### config.mk
export PLATFORM = sky130hd
export DESIGN_NAME = gpio_irq_port
export DESIGN_NICKNAME = d
export VERILOG_FILES = /design/src/rtl/gpio_pkg.sv /design/src/rtl/gpio_sync.sv /design/src/rtl/gpio_trig_detect.sv /design/src/rtl/gpio_regfile.sv /design/src/rtl/gpio_irq_port.sv
export SDC_FILE = /design/constraint.sdc
export NUM_CORES = 1
export LEC_CHECK = 0
export BUFFER_PORTS_ARGS = -buffer_cell sky130_fd_sc_hd__buf_2
export CAP_MARGIN = 0
export CORE_MARGIN = 2
export CORE_UTILIZATION = 40
export CTS_CLUSTER_DIAMETER = 150
export DETAILED_ROUTE_END_ITERATION = 10
export GPL_ROUTABILITY_DRIVEN = 0
export SYNTH_ARGS = -nofsm -noshare
export SYNTH_HDL_FRONTEND = slang
export SYNTH_SLANG_ARGS = --single-unit
### constraint.sdc
create_clock -name clk -period 3 [get_ports clk]
set_input_delay 0.15 -clock clk [delete_from_list [all_inputs] [get_ports clk]]
set_output_delay 0.15 -clock clk [all_outputs]
set_load 0.1 [all_outputs]
### src/rtl/gpio_pkg.sv
`timescale 1ns/1ps
package gpio_pkg;
  localparam int REG_W  = 32;
  localparam int ADDR_W = 8;

  localparam logic [ADDR_W-1:0] OFS_DATA   = 8'h00;
  localparam logic [ADDR_W-1:0] OFS_DIR    = 8'h04;
  localparam logic [ADDR_W-1:0] OFS_PAD    = 8'h08;
  localparam logic [ADDR_W-1:0] OFS_CFG_LO = 8'h0C;
  localparam logic [ADDR_W-1:0] OFS_CFG_HI = 8'h10;
  localparam logic [ADDR_W-1:0] OFS_MASK   = 8'h14;
  localparam logic [ADDR_W-1:0] OFS_STAT   = 8'h18;
  localparam logic [ADDR_W-1:0] OFS_BOTH   = 8'h1C;

  typedef enum logic [1:0] {
    TRIG_LVL_LO = 2'd0,
    TRIG_LVL_HI = 2'd1,
    TRIG_RISE   = 2'd2,
    TRIG_FALL   = 2'd3
  } trig_e;
endpackage

### src/rtl/gpio_sync.sv
`timescale 1ns/1ps
// Two-flop synchronizer followed by a history flop for edge detection.
module gpio_sync #(
  parameter int W = 32
) (
  input  logic         clk,
  input  logic         rst_n,
  input  logic [W-1:0] raw_in,
  output logic [W-1:0] cur_lvl,
  output logic [W-1:0] prev_lvl
);
  logic [W-1:0] meta_q, sync_q, hist_q;

  always_ff @(posedge clk or negedge rst_n) begin
    if (!rst_n) begin
      meta_q <= '0;
      sync_q <= '0;
      hist_q <= '0;
    end else begin
      meta_q <= raw_in;
      sync_q <= meta_q;
      hist_q <= sync_q;
    end
  end

  assign cur_lvl  = sync_q;
  assign prev_lvl = hist_q;
endmodule

### src/rtl/gpio_trig_detect.sv
`timescale 1ns/1ps
// Per-pin trigger evaluation; the both-edges bit overrides the 2-bit code.
module gpio_trig_detect
  import gpio_pkg::*;
#(
  parameter int NPINS = 32
) (
  input  logic [NPINS-1:0]   cur_lvl,
  input  logic [NPINS-1:0]   prev_lvl,
  input  logic [2*NPINS-1:0] trig_cfg,
  input  logic [NPINS-1:0]   any_edge,
  output logic [NPINS-1:0]   hit
);
  for (genvar p = 0; p < NPINS; p++) begin : g_pin
    logic [1:0] code;
    logic       rise, fall, pin_hit;

    assign code = trig_cfg[2*p +: 2];
    assign rise = cur_lvl[p] & ~prev_lvl[p];
    assign fall = ~cur_lvl[p] & prev_lvl[p];

    always_comb begin
      if (any_edge[p]) begin
        pin_hit = rise | fall;
      end else begin
        case (trig_e'(code))
          TRIG_LVL_LO: pin_hit = ~cur_lvl[p];
          TRIG_LVL_HI: pin_hit = cur_lvl[p];
          TRIG_RISE:   pin_hit = rise;
          default:     pin_hit = fall;
        endcase
      end
    end

    assign hit[p] = pin_hit;
  end
endmodule

### src/rtl/gpio_regfile.sv
`timescale 1ns/1ps
// Register window: storage, write decode, W1C pending with set priority, read mux.
module gpio_regfile
  import gpio_pkg::*;
#(
  parameter int NPINS = 32
) (
  input  logic                  clk,
  input  logic                  rst_n,
  input  logic                  reg_wr,
  input  logic [ADDR_W-1:0]     reg_addr,
  input  logic [REG_W-1:0]      reg_wdata,
  output logic [REG_W-1:0]      reg_rdata,
  input  logic [NPINS-1:0]      pad_lvl,
  input  logic [NPINS-1:0]      hit,
  output logic [NPINS-1:0]      data_q,
  output logic [NPINS-1:0]      dir_q,
  output logic [2*NPINS-1:0]    trig_cfg,
  output logic [NPINS-1:0]      mask_q,
  output logic [NPINS-1:0]      stat_q,
  output logic [NPINS-1:0]      both_q
);
  // Pins 0..15 live in the low word; the rest in the high word (NPINS 17..32).
  localparam int HI_BITS = 2*NPINS - REG_W;

  logic [REG_W-1:0]   cfg_lo_q;
  logic [HI_BITS-1:0] cfg_hi_q;
  logic [NPINS-1:0]   clr_vec;

  assign clr_vec = (reg_wr && reg_addr == OFS_STAT) ? reg_wdata[NPINS-1:0] : '0;

  always_ff @(posedge clk or negedge rst_n) begin
    if (!rst_n) begin
      data_q   <= '0;
      dir_q    <= '0;
      cfg_lo_q <= '0;
      cfg_hi_q <= '0;
      mask_q   <= '0;
      both_q   <= '0;
    end else if (reg_wr) begin
      case (reg_addr)
        OFS_DATA:   data_q   <= reg_wdata[NPINS-1:0];
        OFS_DIR:    dir_q    <= reg_wdata[NPINS-1:0];
        OFS_CFG_LO: cfg_lo_q <= reg_wdata;
        OFS_CFG_HI: cfg_hi_q <= reg_wdata[HI_BITS-1:0];
        OFS_MASK:   mask_q   <= reg_wdata[NPINS-1:0];
        OFS_BOTH:   both_q   <= reg_wdata[NPINS-1:0];
        default: ;
      endcase
    end
  end

  // Detected events take priority over a same-cycle clear.
  always_ff @(posedge clk or negedge rst_n) begin
    if (!rst_n) stat_q <= '0;
    else        stat_q <= (stat_q & ~clr_vec) | hit;
  end

  assign trig_cfg = {cfg_hi_q, cfg_lo_q};

  always_comb begin
    reg_rdata = '0;
    case (reg_addr)
      OFS_DATA:   reg_rdata[NPINS-1:0]   = data_q;
      OFS_DIR:    reg_rdata[NPINS-1:0]   = dir_q;
      OFS_PAD:    reg_rdata[NPINS-1:0]   = pad_lvl;
      OFS_CFG_LO: reg_rdata              = cfg_lo_q;
      OFS_CFG_HI: reg_rdata[HI_BITS-1:0] = cfg_hi_q;
      OFS_MASK:   reg_rdata[NPINS-1:0]   = mask_q;
      OFS_STAT:   reg_rdata[NPINS-1:0]   = stat_q;
      OFS_BOTH:   reg_rdata[NPINS-1:0]   = both_q;
      default:    reg_rdata              = '0;
    endcase
  end
endmodule

### src/rtl/gpio_irq_port.sv
`timescale 1ns/1ps
module gpio_irq_port
  import gpio_pkg::*;
#(
  parameter int NPINS = 32
) (
  input  logic              clk,
  input  logic              rst_n,
  input  logic              reg_wr,
  input  logic [7:0]        reg_addr,
  input  logic [31:0]       reg_wdata,
  output logic [31:0]       reg_rdata,
  input  logic [NPINS-1:0]  pad_in,
  output logic [NPINS-1:0]  pad_out,
  output logic [NPINS-1:0]  pad_oe,
  output logic              irq
);
  logic [NPINS-1:0]   cur_lvl, prev_lvl, hit;
  logic [NPINS-1:0]   data_q, dir_q, mask_q, stat_q, both_q;
  logic [2*NPINS-1:0] trig_cfg;

  gpio_sync #(.W(NPINS)) sync_i (
    .clk      (clk),
    .rst_n    (rst_n),
    .raw_in   (pad_in),
    .cur_lvl  (cur_lvl),
    .prev_lvl (prev_lvl)
  );

  gpio_trig_detect #(.NPINS(NPINS)) detect_i (
    .cur_lvl  (cur_lvl),
    .prev_lvl (prev_lvl),
    .trig_cfg (trig_cfg),
    .any_edge (both_q),
    .hit      (hit)
  );

  gpio_regfile #(.NPINS(NPINS)) regs_i (
    .clk       (clk),
    .rst_n     (rst_n),
    .reg_wr    (reg_wr),
    .reg_addr  (reg_addr),
    .reg_wdata (reg_wdata),
    .reg_rdata (reg_rdata),
    .pad_lvl   (cur_lvl),
    .hit       (hit),
    .data_q    (data_q),
    .dir_q     (dir_q),
    .trig_cfg  (trig_cfg),
    .mask_q    (mask_q),
    .stat_q    (stat_q),
    .both_q    (both_q)
  );

  assign pad_out = data_q;
  assign pad_oe  = dir_q;
  assign irq     = |(stat_q & mask_q);
endmodule

# Word-level counts from Yosys, hierarchy flattened
# Index checks and enable logic that the tools add are counted.
[op_classes] add_sub_neg=0 mul=0 n_div=0 n_lt_le_gt_ge=0 n_eq_ne=71 shifts=0 n_mux=66 bitwise=164 n_reduce_logical=41
[op_table] op="$pmux W32 S8" count=1
[op_table] op="$pmux W1 S3" count=32
[op_table] op="$and A1 B1 Y1" count=64
[op_table] op="$and A32 B32 Y32" count=2
[op_table] op="$eq A2 B1 Y1 const B" count=32
[op_table] op="$eq A2 B2 Y1 const B" count=32
[op_table] op="$logic_not A2 Y1" count=32
[op_table] op="$not A1 Y1" count=64
[op_table] op="$eq A8 B5 Y1 const B" count=4
[op_table] op="$mux W1" count=32
[op_table] op="$mux W32" count=1
[op_table] op="$not A32 Y32" count=1
[op_table] op="$or A1 B1 Y1" count=32
[op_table] op="$or A32 B32 Y32" count=1
[op_table] op="$reduce_or A32 Y1" count=1
[op_table] op="$eq A8 B4 Y1 const B" count=2
[op_table] op="$reduce_and A2 Y1" count=6
[op_table] op="$eq A8 B3 Y1 const B" count=1
[op_table] op="$logic_not A8 Y1" count=1
[op_table] op="$logic_and A1 B1 Y1" count=1
[totals] register_bits=320 latchBits=0 mem_bits_rw=0 romBits=0 in_bits=75 wordCells=352 memories=0

# Logic depth before layout (Yosys ltp)
[logic_depth] word_depth=6 mapped_depth=7

# By module
# From an unflattened synthesis, not the netlist that was laid out.
[hier_totals] hier_cells=1282 hier_area_um2=15917.8
[by_module_without_submodules] mod="gpio_regfile" instances=1 cells_per_inst=813 area_each_um2=10635.2
[by_module_without_submodules] mod="gpio_trig_detect" instances=1 cells_per_inst=352 area_each_um2=2722.6
[by_module_without_submodules] mod="gpio_sync" instances=1 cells_per_inst=96 area_each_um2=2402.3
[by_module_without_submodules] mod="gpio_irq_port" instances=1 cells_per_inst=21 area_each_um2=157.7

# Worst setup path after synthesis
# OpenSTA, ideal clock, no wires.
[synth_timing] path_type="reg-to-output" from="register regs_i.dir_q[1]" to="output reg_rdata[1]" t_arrival_ns=3.627 required_time_ns=2.850 path_slack_ns=-0.777 stages_incl_launch_ff=4 path_buffers=0 path_cell_list="dfrtp_1 > mux2_2 > a221oi_1 > o32ai_1"
[synth_between] elab_chain_cells=1
[synth_lines] item="from (decl)" line="gpio_regfile.sv:17" text="output logic [NPINS-1:0] dir_q,"
[synth_lines] item="from (signal assigned)" line="gpio_regfile.sv:43" text="OFS_DIR: dir_q <= reg_wdata[NPINS-1:0];"
[synth_lines] item="$pmux W32 S8" line="gpio_regfile.sv:63" text="case (reg_addr)"
[synth_lines] item="to (decl)" line="gpio_irq_port.sv:12" text="output logic [31:0] reg_rdata,"
# No other way between the ends.

# Worst setup path in the final report
[layout_timing] from="register regs_i.stat_q[9]" to="output irq"
[layout_between] elab_chain_cells=2
[layout_lines] item="from (decl)" line="gpio_regfile.sv:20" text="output logic [NPINS-1:0] stat_q,"
[layout_lines] item="from (signal assigned)" line="gpio_regfile.sv:56" text="else stat_q <= (stat_q & ~clr_vec) | hit;"
[layout_lines] item="$and A32 B32 Y32" line="gpio_irq_port.sv:57" text="assign irq = |(stat_q & mask_q);"
[layout_lines] item="$reduce_or A32 Y1" line="gpio_irq_port.sv:57"
[layout_lines] item="to (decl)" line="gpio_irq_port.sv:16" text="output logic irq"
# No other way between the ends.

==> run_results.csv <==
group,metric,value,unit
route,drtIter0Drc,637,
route,drt_wl_total,43.3,mm
worst_setup_path,crit_chain,"a22oi_1 > nand4_1 > or4_1 > buf_2",
place,dp_hpwl,29.1,mm
timing,setup_violations,0,
timing,hold_violations,0,
die,num_io_pins,172,
worst_setup_path,crit_family,"simple AND/OR/NAND/NOR gates",
synth,syn-mean-instance-area,13.0,um^2
synth,ys_ff_latch,320,
route,routed_via_density,5.48,
worst_setup_path,critPathKind,"reg -> out",
worst_setup_path,critPathRequiredTime,2.85,ns
synth,ys_types,38,
die,core,37700,um^2
timing,fin_skew,0.0144,ns
clock_network,clock_latency,0.54,ns
pwr,irDropWorstVdd,0.306,mV
clock_network,cts_root_buf,"clkbuf_16",
synth,ys_top_cells_by_area,"dfrtp_1 (52%), mux2_2 (18%), ha_1 (5.2%)",
die,die_area,39700,um^2
route,wl_per_cell,22.2,um
worst_setup_path,crit_buf_inv,1,
worst_setup_path,r2r_cells,5,
synth,yosysWarnings,0,
cells_and_area,utilization,51.1,%
synth,synth_cells,1170,
worst_setup_path,critPathCaptureType,"primary output",
clock_network,htreeDepth,2,
clock_network,cts_resized,0,
worst_setup_path,slowest_stage,"or4_1",
grt,grt_pass1_wl,66.9,mm
grt,antenna_found_initial,0,
route,dr.pass1.iters,5,
route,drcViolationCount,0,
clock_network,cts_sinks,320,
synth,yosysTopAreaCell,"dfrtp_1",
worst_setup_path,reg2reg_from,"sync_i.cur_lvl[15]",
clock_network,clkTransAtPathRegs,0.06,ns
worst_setup_path,crit_cells,4,
clock_network,clockBufferDepth,3,
cells_and_area,antenna_cells,0,
die,die_h,199,um
timing,maxSlewHeadroom,56.5,%
timing,slew_viol_final,0,
timing,fmax,0.385,GHz
worst_setup_path,rrSetupSlack,1.40,ns
cells_and_area,layout.nets,1552,
timing,grt_setup_unrepaired,"false",
cells_and_area,drive_gt1_share,36.5,%
synth,yosysSeqAreaShare,52.5,%
outcome,status,"finished clean",
synth,syn-num-nets,1309,
cells_and_area,area_delta_synth_final,26.0,%
pwr,total_power,11.0,mW
worst_setup_path,slowest_delay,0.63,ns
timing,fin_crit_sh,86.6,%
route,num_vias,10700,
worst_setup_path,reg2reg_to,"regs_i.stat_q[15]",
grt,gr-total-overflow,0,
worst_setup_path,worstSetupStartpoint,"regs_i.stat_q[9]",
synth,yosys.area.top_type_share,52.5,%
clock_network,cts_buffers,37,
die,rows,71,
timing,min_period,2.60,ns
clock_network,cts_tree,"yes",
pwr,p_leak,9.27,nW
die,fp.dieW,199,um
pwr,powerDensity,570,nW/um^2
grt,grt_usage,22.3,%
timing,finalSetupTns,0,ns
synth,synth_area,15300,um^2
timing,tightestPinTransition,0.650,ns
grt,grt_max_degree,86,
worst_hold_path,hp-class,"in -> reg",
die,initial_core_util,40.5,%
worst_setup_path,crit_path_start_kind,"flop",
job,maxCapViolations,0,
grt,grt_pass1_vias,11100,
worst_setup_path,setup.worst_path.end,"irq",
route,postRouteAntennaNets,0,
worst_setup_path,critPathArrivalTime,2.45,ns
worst_setup_path,critPathMaxFanout,3,
place,io_buffers,171,
[power breakdown]
part	total, mW	internal (mW)	switching (mW)
sequential	4.71	4.51	0.203
combinational	1.32	0.465	0.856
clock	4.94	3.11	1.83
total	11.0	8.08	2.89
[cells in the mapped netlist]
library cell / n
nand3b_1: 1
a21o_1: 15
a211o_1: 17
mux2i_1: 46
a22o_1: 17
xor2_1: 2
nand4_1: 4
or4_1: 1
a221o_1: 15
buf_2: 7
or2_1: 1
or3_1: 1
buf_1: 3
a221oi_1: 62
clkinv_1: 1
a211oi_1: 30
o32ai_1: 31
nand2_1: 53
or4_4: 1
nand2b_1: 1
nor4_4: 3
nor4_2: 1
mux4_2: 2
inv_1: 80
mux2_1: 7
nand3_1: 2
a22oi_1: 16
nor3_2: 1
buf_4: 4
nor3_1: 16
buf_6: 9
clkbuf_1: 38
nor2b_1: 30
dfrtp_1: 320
ha_1: 64
a21oi_1: 1
mux2_2: 249
nor2_1: 18
[worst min path at each step]
stage                        from                  end  slack (ns)  cells past startpoint
detailed placement          rst_n     sync_i.meta_q[9]        0.13                      1
global route        reg_wdata[30]    regs_i.data_q[30]        0.03                      2
CTS                 reg_wdata[19]    regs_i.stat_q[19]       0.006                      3
floorplan                   rst_n     regs_i.both_q[0]       -0.15                      0
global placement            rst_n    sync_i.meta_q[20]        0.13                      1
finish              reg_wdata[30]  regs_i.cfg_lo_q[30]        0.02                      2
[registers in the layout (all words and copies together), names as in the netlist]
signal           count
regs_i.both_q       32
regs_i.cfg_hi_q     32
regs_i.cfg_lo_q     32
regs_i.data_q       32
regs_i.dir_q        32
regs_i.mask_q       32
regs_i.stat_q       32
sync_i.cur_lvl      32
sync_i.meta_q       32
sync_i.prev_lvl     32
[cell type report]
type                            count  area, um^2
Timing Repair Buffer              265        2270
Inverter                           81         304
Clock buffer                       52        1110
Tap cell                          511         639
Clock inverter                     16         234
Fill cell                        3351       18400
Sequential cell                   320        8010
Multi-Input combinational cell    708        6660
[placed cells by master, fill, tap and decap left out, drive strengths merged]
master / instances
nand3: 2
inv: 81
bufinv: 6
a21oi: 1
a221o: 15
a211oi: 30
buf: 202
nor3: 17
nor2: 18
ha: 64
dfrtp: 320
a221oi: 62
mux4: 2
a22oi: 16
clkbuf: 52
clkinv: 10
nand2: 53
mux2: 256
nor2b: 30
a22o: 17
nor4: 4
nand4: 4
mux2i: 46
nand2b: 1
o32ai: 31
nand3b: 1
xor2: 2
a211o: 17
or2: 1
or4: 2
dlygate4sd3: 63
a21o: 15
or3: 1
[kinds of logic after synthesis]
group                      count (synthesis)  synth area share (%)
and+or+nand+nor                          134                  4.59
AOI/OAI and AO/OA                        204                  11.3
DFF                                      320                  52.5
adders and majority gates                 64                  5.25
xor gates and xnor gates                   2                 0.115
muxes                                    304                  22.2
buffers and inverters                    142                  4.09
[per-layer routing]
metal / share of wire (%) / GRT usage, %
met2: 45 / 34.4
met3: 5.0 / 3.51
met4: 2.9 / 8.18
met1: 47 / 31.7
met5: 0 / 0
[stage by stage]
step                      instances  hold WS, ns  cell area (um^2)  setup WS [ns]
after floorplan                1170       -0.146             15300         -0.777
after global placement         1822        0.129             17300          0.497
after detailed placement       1822        0.132             17300          0.467
after CTS                      1953      0.00630             19200          0.407
after global routing           1953       0.0323             19200          0.364
final                          1953       0.0203             19200          0.401
[repair_timing]
action,in CTS,in global routing
hold endpoints to repair,282,0
setup buffers,0,0
hold buffers,63,0
endpoints found under the setup margin,0,0
No activity file was read; power rests on OpenSTA's default activity.
